**src/rtl/irqc_regs_pkg.sv**
```systemverilog
package irqc_regs_pkg;

  typedef enum logic [2:0] {
    RG_NONE,
    RG_PRIO,
    RG_PEND,
    RG_EN,
    RG_THR,
    RG_CLAIM
  } region_e;

  // True when addr falls inside [base, base+span)
  function automatic logic in_window(logic [31:0] addr, logic [31:0] base, logic [31:0] span);
    return (addr >= base) && ((addr - base) < span);
  endfunction

  // Power-of-two test on the count of legal priority values
  function automatic logic prio_wraps(logic [31:0] max_prio);
    return ((max_prio + 32'd1) & max_prio) == 32'd0;
  endfunction

  // Legal stored value for a written word
  function automatic logic [31:0] prio_fold(logic [31:0] v, logic [31:0] max_prio);
    return prio_wraps(max_prio) ? (v & max_prio) : v;
  endfunction

  // Whether the write is kept at all
  function automatic logic prio_keep(logic [31:0] v, logic [31:0] max_prio);
    return prio_wraps(max_prio) ? 1'b1 : (v <= max_prio);
  endfunction

  // Valid-bit mask of bitmap word w for n sources
  function automatic logic [31:0] word_mask(int unsigned w, int unsigned n);
    logic [31:0] m;
    for (int b = 0; b < 32; b++) m[b] = ((w * 32 + b) < n);
    return m;
  endfunction

  function automatic int unsigned ilog2(int unsigned v);
    int unsigned r;
    r = 0;
    for (int unsigned x = v; x > 1; x = x >> 1) r++;
    return r;
  endfunction

  function automatic int unsigned idx_w(int unsigned n);
    return (n > 1) ? $clog2(n) : 1;
  endfunction

endpackage

```
**src/rtl/irqc_addr_decode.sv**
```systemverilog
module irqc_addr_decode
  import irqc_regs_pkg::*;
#(
  parameter int unsigned ADDR_W     = 16,
  parameter int unsigned NUM_SRC    = 40,
  parameter int unsigned NUM_CTX    = 2,
  parameter int unsigned PRIO_BASE  = 32'h0000,
  parameter int unsigned PEND_BASE  = 32'h0400,
  parameter int unsigned EN_BASE    = 32'h0800,
  parameter int unsigned EN_STRIDE  = 32'h0080,
  parameter int unsigned CTX_BASE   = 32'h4000,
  parameter int unsigned CTX_STRIDE = 32'h1000,
  localparam int unsigned WORDS     = (NUM_SRC + 31) / 32,
  localparam int unsigned SRC_IW    = idx_w(NUM_SRC),
  localparam int unsigned WORD_IW   = idx_w(WORDS),
  localparam int unsigned CTX_IW    = idx_w(NUM_CTX)
) (
  input  logic [ADDR_W-1:0]  addr,
  output region_e            region,
  output logic [SRC_IW-1:0]  src_idx,
  output logic [WORD_IW-1:0] word_idx,
  output logic [CTX_IW-1:0]  ctx_idx
);

  localparam logic [31:0] PRIO_SPAN = 32'(NUM_SRC * 4);
  localparam logic [31:0] PEND_SPAN = 32'((NUM_SRC + 31) >> 3);
  localparam logic [31:0] EN_SPAN   = 32'(NUM_CTX * EN_STRIDE);
  localparam logic [31:0] CTX_SPAN  = 32'(NUM_CTX * CTX_STRIDE);
  localparam int unsigned EN_SH     = ilog2(EN_STRIDE);
  localparam int unsigned CTX_SH    = ilog2(CTX_STRIDE);

  logic [31:0] a;
  logic [31:0] off;
  logic [31:0] slot_off;

  assign a = 32'(addr);

  always_comb begin
    region   = RG_NONE;
    src_idx  = '0;
    word_idx = '0;
    ctx_idx  = '0;
    off      = '0;
    slot_off = '0;
    if (in_window(a, 32'(PRIO_BASE), PRIO_SPAN)) begin
      off     = a - 32'(PRIO_BASE);
      region  = RG_PRIO;
      src_idx = SRC_IW'(off >> 2);
    end else if (in_window(a, 32'(PEND_BASE), PEND_SPAN)) begin
      off      = a - 32'(PEND_BASE);
      region   = RG_PEND;
      word_idx = WORD_IW'(off >> 2);
    end else if (in_window(a, 32'(EN_BASE), EN_SPAN)) begin
      off      = a - 32'(EN_BASE);
      slot_off = (off & (32'(EN_STRIDE) - 32'd1)) >> 2;
      ctx_idx  = CTX_IW'(off >> EN_SH);
      if (slot_off < 32'(WORDS)) begin
        region   = RG_EN;
        word_idx = WORD_IW'(slot_off);
      end
    end else if (in_window(a, 32'(CTX_BASE), CTX_SPAN)) begin
      off      = a - 32'(CTX_BASE);
      slot_off = off & (32'(CTX_STRIDE) - 32'd1);
      ctx_idx  = CTX_IW'(off >> CTX_SH);
      if (slot_off == 32'd0)      region = RG_THR;
      else if (slot_off == 32'd4) region = RG_CLAIM;
    end
  end

endmodule

```
**src/rtl/irqc_legal_filter.sv**
```systemverilog
module irqc_legal_filter
  import irqc_regs_pkg::*;
#(
  parameter int unsigned MAX_PRIO = 7,
  localparam int unsigned PRIO_W  = idx_w(MAX_PRIO + 1)
) (
  input  logic [31:0]       wdata,
  output logic              accept,
  output logic [PRIO_W-1:0] value
);

  generate
    if (prio_wraps(32'(MAX_PRIO))) begin : g_wrap
      // Legal count is a power of two: keep the low bits
      assign accept = 1'b1;
      assign value  = PRIO_W'(prio_fold(wdata, 32'(MAX_PRIO)));
    end else begin : g_range
      // Otherwise reject anything above the maximum
      assign accept = prio_keep(wdata, 32'(MAX_PRIO));
      assign value  = PRIO_W'(wdata);
    end
  endgenerate

endmodule

```
**src/rtl/irqc_ctx_strobes.sv**
```systemverilog
module irqc_ctx_strobes
  import irqc_regs_pkg::*;
#(
  parameter int unsigned NUM_SRC = 40,
  parameter int unsigned NUM_CTX = 2,
  localparam int unsigned CTX_IW = idx_w(NUM_CTX),
  localparam int unsigned ID_W   = idx_w(NUM_SRC)
) (
  input  logic               clk,
  input  logic               rst_n,
  input  logic               claim_req,
  input  logic               complete_req,
  input  logic [CTX_IW-1:0]  ctx_idx,
  input  logic [31:0]        wdata,
  output logic [NUM_CTX-1:0] claim_stb,
  output logic [NUM_CTX-1:0] complete_stb,
  output logic [ID_W-1:0]    complete_id
);

  logic id_ok;
  assign id_ok = wdata < 32'(NUM_SRC);

  always_ff @(posedge clk or negedge rst_n) begin
    if (!rst_n) begin
      claim_stb    <= '0;
      complete_stb <= '0;
      complete_id  <= '0;
    end else begin
      for (int c = 0; c < NUM_CTX; c++) begin
        claim_stb[c]    <= claim_req && (ctx_idx == CTX_IW'(c));
        complete_stb[c] <= complete_req && id_ok && (ctx_idx == CTX_IW'(c));
      end
      if (complete_req && id_ok) complete_id <= ID_W'(wdata);
    end
  end

endmodule

```
**src/rtl/irqc_reg_frontend.sv**
```systemverilog
module irqc_reg_frontend
  import irqc_regs_pkg::*;
#(
  parameter int unsigned ADDR_W     = 16,
  parameter int unsigned NUM_SRC    = 40,
  parameter int unsigned NUM_CTX    = 2,
  parameter int unsigned MAX_PRIO   = 7,
  parameter int unsigned PRIO_BASE  = 32'h0000,
  parameter int unsigned PEND_BASE  = 32'h0400,
  parameter int unsigned EN_BASE    = 32'h0800,
  parameter int unsigned EN_STRIDE  = 32'h0080,
  parameter int unsigned CTX_BASE   = 32'h4000,
  parameter int unsigned CTX_STRIDE = 32'h1000,
  localparam int unsigned PRIO_W    = idx_w(MAX_PRIO + 1),
  localparam int unsigned ID_W      = idx_w(NUM_SRC),
  localparam int unsigned WORDS     = (NUM_SRC + 31) / 32,
  localparam int unsigned SRC_IW    = idx_w(NUM_SRC),
  localparam int unsigned WORD_IW   = idx_w(WORDS),
  localparam int unsigned CTX_IW    = idx_w(NUM_CTX)
) (
  input  logic                        clk,
  input  logic                        rst_n,
  input  logic                        req_valid,
  input  logic                        req_write,
  input  logic [ADDR_W-1:0]           req_addr,
  input  logic [31:0]                 req_wdata,
  input  logic [NUM_SRC-1:0]          pending_in,
  input  logic [NUM_CTX*ID_W-1:0]     claim_id_in,
  output logic                        rsp_valid,
  output logic [31:0]                 rsp_rdata,
  output logic [NUM_SRC*PRIO_W-1:0]   src_prio_flat,
  output logic [NUM_CTX*PRIO_W-1:0]   ctx_thresh_flat,
  output logic [NUM_CTX*NUM_SRC-1:0]  ctx_enable_flat,
  output logic [NUM_CTX-1:0]          claim_stb,
  output logic [NUM_CTX-1:0]          complete_stb,
  output logic [ID_W-1:0]             complete_id
);

  // Decoded request
  region_e            region;
  logic [SRC_IW-1:0]  src_idx;
  logic [WORD_IW-1:0] word_idx;
  logic [CTX_IW-1:0]  ctx_idx;

  irqc_addr_decode #(
    .ADDR_W(ADDR_W), .NUM_SRC(NUM_SRC), .NUM_CTX(NUM_CTX),
    .PRIO_BASE(PRIO_BASE), .PEND_BASE(PEND_BASE), .EN_BASE(EN_BASE),
    .EN_STRIDE(EN_STRIDE), .CTX_BASE(CTX_BASE), .CTX_STRIDE(CTX_STRIDE)
  ) u_decode (
    .addr(req_addr), .region(region), .src_idx(src_idx),
    .word_idx(word_idx), .ctx_idx(ctx_idx)
  );

  // Named internal events
  logic rd_req, wr_req;
  logic wr_prio_hit, wr_thr_hit, wr_en_hit;
  logic claim_fire, complete_fire;
  assign rd_req        = req_valid && !req_write;
  assign wr_req        = req_valid && req_write;
  assign wr_prio_hit   = wr_req && (region == RG_PRIO);
  assign wr_thr_hit    = wr_req && (region == RG_THR);
  assign wr_en_hit     = wr_req && (region == RG_EN);
  assign claim_fire    = rd_req && (region == RG_CLAIM);
  assign complete_fire = wr_req && (region == RG_CLAIM);

  // Legal-value filter shared by priority and threshold writes
  logic              filt_accept;
  logic [PRIO_W-1:0] filt_value;

  irqc_legal_filter #(.MAX_PRIO(MAX_PRIO)) u_filter (
    .wdata(req_wdata), .accept(filt_accept), .value(filt_value)
  );

  // Priority registers
  logic [PRIO_W-1:0] prio_q [NUM_SRC];
  generate
    for (genvar s = 0; s < NUM_SRC; s++) begin : g_src
      always_ff @(posedge clk or negedge rst_n) begin
        if (!rst_n) prio_q[s] <= '0;
        else if (wr_prio_hit && filt_accept && (src_idx == SRC_IW'(s)))
          prio_q[s] <= filt_value;
      end
      assign src_prio_flat[s*PRIO_W +: PRIO_W] = prio_q[s];
    end
  endgenerate

  // Threshold registers and enable bitmaps per context
  logic [PRIO_W-1:0]   thr_q  [NUM_CTX];
  logic [WORDS*32-1:0] en_cat [NUM_CTX];
  generate
    for (genvar c = 0; c < NUM_CTX; c++) begin : g_ctx
      always_ff @(posedge clk or negedge rst_n) begin
        if (!rst_n) thr_q[c] <= '0;
        else if (wr_thr_hit && filt_accept && (ctx_idx == CTX_IW'(c)))
          thr_q[c] <= filt_value;
      end
      assign ctx_thresh_flat[c*PRIO_W +: PRIO_W] = thr_q[c];

      for (genvar w = 0; w < WORDS; w++) begin : g_word
        localparam logic [31:0] LIVE = word_mask(w, NUM_SRC);
        logic [31:0] word_q;
        always_ff @(posedge clk or negedge rst_n) begin
          if (!rst_n) word_q <= '0;
          else if (wr_en_hit && (ctx_idx == CTX_IW'(c)) && (word_idx == WORD_IW'(w)))
            word_q <= req_wdata & LIVE;
        end
        assign en_cat[c][w*32 +: 32] = word_q;
      end
      assign ctx_enable_flat[c*NUM_SRC +: NUM_SRC] = en_cat[c][NUM_SRC-1:0];
    end
  endgenerate

  // Claim / complete strobes
  irqc_ctx_strobes #(.NUM_SRC(NUM_SRC), .NUM_CTX(NUM_CTX)) u_strobes (
    .clk(clk), .rst_n(rst_n), .claim_req(claim_fire), .complete_req(complete_fire),
    .ctx_idx(ctx_idx), .wdata(req_wdata), .claim_stb(claim_stb),
    .complete_stb(complete_stb), .complete_id(complete_id)
  );

  // Read multiplexer
  logic [WORDS*32-1:0] pend_pad;
  logic [31:0]         rd_value;
  assign pend_pad = (WORDS*32)'(pending_in);

  always_comb begin
    rd_value = '0;
    unique case (region)
      RG_PRIO: begin
        for (int s = 0; s < NUM_SRC; s++)
          if (src_idx == SRC_IW'(s)) rd_value = 32'(prio_q[s]);
      end
      RG_PEND: begin
        for (int w = 0; w < WORDS; w++)
          if (word_idx == WORD_IW'(w)) rd_value = pend_pad[w*32 +: 32];
      end
      RG_EN: begin
        for (int c = 0; c < NUM_CTX; c++)
          for (int w = 0; w < WORDS; w++)
            if (ctx_idx == CTX_IW'(c) && word_idx == WORD_IW'(w))
              rd_value = en_cat[c][w*32 +: 32];
      end
      RG_THR: begin
        for (int c = 0; c < NUM_CTX; c++)
          if (ctx_idx == CTX_IW'(c)) rd_value = 32'(thr_q[c]);
      end
      RG_CLAIM: begin
        for (int c = 0; c < NUM_CTX; c++)
          if (ctx_idx == CTX_IW'(c)) rd_value = 32'(claim_id_in[c*ID_W +: ID_W]);
      end
      default: rd_value = '0;
    endcase
  end

  always_ff @(posedge clk or negedge rst_n) begin
    if (!rst_n) begin
      rsp_valid <= 1'b0;
      rsp_rdata <= '0;
    end else begin
      rsp_valid <= rd_req;
      rsp_rdata <= rd_req ? rd_value : 32'd0;
    end
  end

endmodule

```
**config.mk**
```make
export PLATFORM = sky130hd
export DESIGN_NAME = irqc_reg_frontend
export DESIGN_NICKNAME = d
export VERILOG_FILES = /design/src/rtl/irqc_regs_pkg.sv /design/src/rtl/irqc_addr_decode.sv /design/src/rtl/irqc_legal_filter.sv /design/src/rtl/irqc_ctx_strobes.sv /design/src/rtl/irqc_reg_frontend.sv
export SDC_FILE = /design/constraint.sdc
export NUM_CORES = 1
export LEC_CHECK = 0
export CAP_MARGIN = 20
export CORE_ASPECT_RATIO = 1.4
export CORE_MARGIN = 3
export CORE_UTILIZATION = 35
export CTS_BUF_LIST = sky130_fd_sc_hd__clkbuf_2 sky130_fd_sc_hd__clkbuf_4 sky130_fd_sc_hd__clkbuf_8
export CTS_CLUSTER_SIZE = 28
export DETAILED_ROUTE_END_ITERATION = 12
export PLACE_DENSITY = 0.71
export SLEW_MARGIN = 20
export SYNTH_ARGS = -nofsm -noshare
export SYNTH_HDL_FRONTEND = slang
export SYNTH_HIERARCHICAL = 1
export SYNTH_SLANG_ARGS = --single-unit
```
**constraint.sdc**
```tcl
create_clock -name clk -period 2.13 [get_ports clk]
set_input_delay 0.639 -clock clk [delete_from_list [all_inputs] [get_ports clk]]
set_output_delay 0.639 -clock clk [all_outputs]
set_load 0.01 [all_outputs]
```
Yosys cells after proc, flatten, opt, wreduce, memory -nomap -nowiden. Index checks and enable logic that the tools add are counted.

Register bits: 249. Bits in latches: 0. Memory bits (writable): 0. Bits in read-only memories: 0. Bits of input ports: 104. Output and inout port bits: 249. Word-level logic and storage cells: 247. Memories kept: 0.

Add/subtract/negate cells: 3. Multipliers: 0. Divide/modulo/power cells: 0. Magnitude comparators: 10. Eq/ne operators: 45. Shifts and indexed selects: 0. Mux-type cells: 65. Bitwise operators: 2. Reduce and logical (&&, ||, !) cells: 71.

Operators by type and width (count): 32-bit 2-to-1 mux (40); 32-bit one-hot mux with 5 select lines (1); 6-bit by 5-bit == test with 1-bit output, second input constant (16); 1-bit logical AND (68); 6-bit by 4-bit == test with 1-bit output, second input constant (8); 6-bit == test, second input constant (8); 3-bit 2-to-1 mux (13); 32-bit logical NOT (1); 32-bit by 14-bit < comparator with 1-bit output, second input constant (1); 32-bit by 4-bit < comparator with 1-bit output, second input constant (1); 32-bit by 6-bit < comparator with 1-bit output, second input constant (1); 32-bit by 9-bit < comparator with 1-bit output, second input constant (1); 6-bit by 3-bit == test with 1-bit output, second input constant (4); 16-bit by 11-bit subtractor with 17-bit output, second input constant (1); 16-bit by 12-bit subtractor with 17-bit output, second input constant (1); 16-bit by 15-bit subtractor with 17-bit output, second input constant (1); 16-bit by 1-bit >= comparator with 1-bit output, second input constant (1); 16-bit by 11-bit >= comparator with 1-bit output, second input constant (1); 16-bit by 12-bit >= comparator with 1-bit output, second input constant (1); 16-bit by 15-bit >= comparator with 1-bit output, second input constant (1); 16-bit by 8-bit < comparator with 1-bit output, second input constant (1); 12-bit by 3-bit == test with 1-bit output, second input constant (1); 6-bit by 2-bit == test with 1-bit output, second input constant (2); 6-bit 2-to-1 mux (2); other kinds (10) (20).

Depth between registers and ports, before layout.
Depth after elaboration: 46. Gate-level depth with buffers: 14. Mapped depth without buffers: 12.

By module. Netlist, hierarchy kept.

By module, submodules not included: irqc_reg_frontend (instances 1, cells each 937, area each 11693.7 µm², seq. area each 5980.7 µm²); irqc_ctx_strobes (instances 1, cells each 31, area each 416.6 µm², seq. area each 250.2 µm²); irqc_addr_decode (instances 1, cells each 34, area each 251.5 µm², seq. area each 0.0 µm²); irqc_legal_filter (instances 1, cells each 5, area each 33.8 µm², seq. area each 0.0 µm²).

Worst setup path before layout. Ideal clock, no wire load.

Path type: input to register. Start: input port req_addr[3]. End: register prio_q, in the netlist src_prio_flat[57]. Setup time: 0.125 ns. Arrival time: 3.270 ns. Data required time: 2.005 ns. Setup slack: -1.265 ns. Cell stages on the path: 10. Path buffers: 1. Cell sequence: or4_4 > nor2_2 > nand3_1 > o31ai_1 > nor3b_1 > and4_1 > buf_2 > nand3_2 > nor4_2 > mux2_2.

Cells in the longest elaborated chain, start to end: 11. Elaborated cells between the ends (all ways): 30. Those cells by class: 3 x add/sub; 9 x order compare; 3 x eq/ne; 8 x mux; 7 x reduce/logical.

RTL lines: from (decl) (RTL line irqc_reg_frontend.sv:25) `input logic [ADDR_W-1:0] req_addr,`; branches (longest 7 deep; another with 32-bit by 14-bit < comparator with 1-bit output); 3-bit 2-to-1 mux * (RTL line irqc_addr_decode.sv:45) `if (in_window(a, 32'(PRIO_BASE), PRIO_SPAN)) begin`; net region[0] (RTL line irqc_reg_frontend.sv:40) `region_e region;`; 3-bit by 1-bit == test with 1-bit output * (RTL line irqc_reg_frontend.sv:60) `assign wr_prio_hit = wr_req && (region == RG_PRIO);`; 1-bit logical AND * (RTL line irqc_reg_frontend.sv:60); 1-bit logical AND * (RTL line irqc_reg_frontend.sv:80) `else if (wr_prio_hit && filt_accept && (src_idx == SRC_IW'(s)))`; to (signal, indexed assignment) (RTL line irqc_reg_frontend.sv:81) `prio_q[s] <= filt_value;`; to (decl) (RTL line irqc_reg_frontend.sv:75) `logic [PRIO_W-1:0] prio_q [NUM_SRC];`.

Mark *: on every way through the listed nets, which the timed path passes. A chain may end at the register's enable or synchronous reset.

Worst setup path in the final report.
Start: input port req_addr[6]. End: register u_strobes.complete_id[5].

Cells in the longest elaborated chain, start to end: 11. Elaborated cells between the ends (all ways): 28. Those cells by class: 3 x add/sub; 9 x order compare; 2 x eq/ne; 7 x mux; 7 x reduce/logical.

RTL lines: branches (longest 7 deep; another with 32-bit by 14-bit < comparator with 1-bit output); 3-bit 2-to-1 mux * (RTL line irqc_addr_decode.sv:45); net region[0] (RTL line irqc_reg_frontend.sv:40); 3-bit == test * (RTL line irqc_reg_frontend.sv:64) `assign complete_fire = wr_req && (region == RG_CLAIM);`; 1-bit logical AND * (RTL line irqc_reg_frontend.sv:64); net complete_fire (RTL line irqc_reg_frontend.sv:57) `logic claim_fire, complete_fire;`; 1-bit logical AND * (RTL line irqc_ctx_strobes.sv:33) `if (complete_req && id_ok) complete_id <= ID_W'(wdata);`; to (signal assigned) (RTL line irqc_ctx_strobes.sv:33); to (decl) (RTL line irqc_ctx_strobes.sv:17) `output logic [ID_W-1:0] complete_id`.

Marked as above.

==> results_dict.tcl <==
set metrics [dict create \
    status "finished, violations left" \
    violations "setup timing" \
    hp-class "in -> async" \
    hold_violations 0 \
    r2r_end "rsp_rdata[2]" \
    drive_above_1_share 0.506 \
    cts_tree "done" \
    async_flop_share 1.00 \
    cts_root_buf "clkbuf_8" \
    whs_ns 0.483 \
    end_kind "register" \
    final_util 0.628 \
    antenna_left 0 \
    drcViolationCount 0 \
    overflow 0 \
    drt-initial-drc-count 619 \
    r2r_cells 6 \
    fmax_mhz 348 \
    yosys_register_bits 249 \
    cts.reportedPaths.clkPinSlew_ns 0.07 \
    drv_slew 0 \
    routed-via-count 11500 \
    r2r_setup_slack_ns 0.12 \
    rsz0062_at_grt "true" \
    syn_inst 1007 \
    setup_tns_ns -148.91 \
    pre_cts_slack_ns -1.83 \
    critical_path_class "in -> reg" \
    fin_cells 2132 \
    start_util 0.359 \
    syn_to_final_growth_pct 74.8 \
    layout.area.seq_um2 6240 \
    power_density_nw_per_um2 452 \
    grt_pass1_vias 12500 \
    reg2reg_from "src_prio_flat[71]" \
    fillCellCount 2755 \
    yosys_warnings 6 \
    finalClockSkew_ns 0.0333 \
    synth_edf_count 0 \
    syn_avg_cell_area_um2 12.3 \
    most-common-layout-cells "dfrtp_1, buf_4, dlygate4sd2_1" \
    die_y_um 229 \
    die_w_um 165 \
    clock_sinks 249 \
    cp.required_ns 2.57 \
    dp_hpwl_mm 36.1 \
    ys.flop_type "dfrtp_1" \
    wire_per_inst_um 24.7 \
    rows 80 \
    drtPass1Iterations 5 \
    clock_latency_ns 0.59 \
    crit_path_start_kind "input port" \
    track_usage 0.267 \
    port_buffers 352 \
    setup_ws_ns -0.745 \
    grt_max_degree 67 \
    layout_commonest_cell "dfrtp_1" \
    cts_buffers 41 \
    finalCritPeriodShare 1.35 \
    path_max_fanout 5 \
    cts_max_path_buffers 3 \
    grt_pass1_wl_mm 77.0 \
    power_leakage_nw 10.6 \
    antenna_found_initial 1 \
    dp.cells 1956 \
    min_period_ns 2.88 \
    die-area_um2 37700 \
    cp_data_arrival_time_ns 3.32 \
    core_area_um2 34500 \
    syn_area_um2 12400 \
    vias_per_cell 5.41 \
    yosysSeqAreaShare 0.503 \
    place.gp.congestion 0.923 \
    setup_viol 248 \
    wl_mm 52.7 \
    htreeDepth 2 \
    synth_nets 1113 \
    max-vdd-ir-drop_uv 659 \
    finalNetCount 1755 \
    cap_violations 0 \
    io_pins 353 \
    multi_input_comb_area_um2 7580 \
    synth_cell_types 88 \
]
-- cell usage after synthesis, types with 8 or more instances --
| cell | instances | area, um^2 |
|---|---|---|
| dfrtp_1 | 249 | 6230 |
| mux2_2 | 235 | 2650 |
| nor2_1 | 89 | 334 |
| nand2_1 | 36 | 135 |
| mux2i_1 | 35 | 350 |
| buf_2 | 32 | 160 |
| a22oi_1 | 25 | 188 |
| clkbuf_1 | 25 | 93.8 |
| a21oi_1 | 24 | 120 |
| o21ai_0 | 16 | 80.1 |
| o22ai_1 | 13 | 81.3 |
| mux4_2 | 12 | 270 |
| inv_1 | 11 | 41.3 |
| nor4_1 | 11 | 68.8 |
| nand2b_1 | 10 | 62.6 |
| nand3_1 | 10 | 50.1 |
| nor3_1 | 10 | 50.1 |
| a211oi_1 | 8 | 60.1 |
| and2_1 | 8 | 50.1 |
| nor2b_1 | 8 | 50.1 |
-- critical path, stage by stage --
cell      delay, ns
buf_6          0.09
or4_4          0.56
nor2_4         0.16
nand3_4        0.10
o31ai_4        0.24
buf_4          0.16
nand3b_1       0.14
nor2_2         0.14
nor4b_4        0.21
nand4_1        0.22
nor2_4         0.20
buf_12         0.15
mux2_4         0.30
-- metal layers --
metal	vias up	share of wire	global-route usage
li1	5027	-	-
met1	5827	0.36	0.296
met2	527	0.51	0.479
met3	161	0.075	0.0642
met4	0	0.055	0.119
met5	-	0	0
-- state kept, by name, indices dropped and copies added (netlist names) --
signal / count
src_prio_flat: 120
g_ctx.g_word.word_q: 80
rsp_rdata: 32
ctx_thresh_flat: 6
u_strobes/complete_id: 6
u_strobes/claim_stb: 2
u_strobes/complete_stb: 2
rsp_valid: 1
-- cells by family (layout without fill, tap and decap cells) --
kind of cell	Yosys count	in the layout	synth area share
mux	286	286	0.267
flops	249	249	0.503
simple gates	240	241	0.111
compound gates	146	146	0.0846
buf+inv	81	752	0.0311
fa+ha+maj	2	2	0.00202
xor+xnor	2	2	0.00141
other cells	1	3	0.000303
-- stage by stage --
step | cell area, um^2 | power (mW)
2_1_floorplan | 12800 | 4.91
3_3_place_gp | 18400 | 5.39
3_5_place_dp | 18400 | 5.39
5_1_grt | 21700 | 10.1
4_1_cts | 20900 | 9.85
6_report | 21700 | 9.79
-- how the worst max path moves through the flow --
stage	startpoint	endpoint	slack, ns	cells past startpoint
floorplan	req_addr[3]	u_strobes/complete_id[0]	-0.98	10
global placement	req_addr[12]	rsp_rdata[2]	-1.78	12
detailed placement	req_addr[12]	rsp_rdata[2]	-1.83	10
CTS	req_addr[6]	u_strobes/complete_id[5]	-0.76	13
global route	req_addr[6]	u_strobes/complete_id[5]	-0.80	13
finish	req_addr[6]	u_strobes/complete_id[5]	-0.75	13
-- timing repair --
action                     in CTS  in global routing
gates cloned                    8                  3
hold buffers                    1                  0
resized for setup             556                146
setup buffers                  67                 37
pin swaps                      76                 66
setup endpoints to repair     466                255
hold endpoints to repair       17                  0
-- cell type report --
class | count | share of cell area
Antenna cell | 2 | 0.000231
Clock buffer | 66 | 0.0376
Clock inverter | 7 | 0.00179
Inverter | 11 | 0.00202
Multi-Input combinational cell | 678 | 0.350
Sequential cell | 249 | 0.288
Tap cell | 451 | 0.0260
Timing Repair Buffer | 668 | 0.294
-- report_power, final --
| part | internal [mW] | switching, mW |
|---|---|---|
| clock network | 2.42 | 2.01 |
| logic | 0.305 | 0.318 |
| registers | 4.73 | 0.00144 |
| total | 7.46 | 2.33 |
Power figures use the tool's default switching activity.
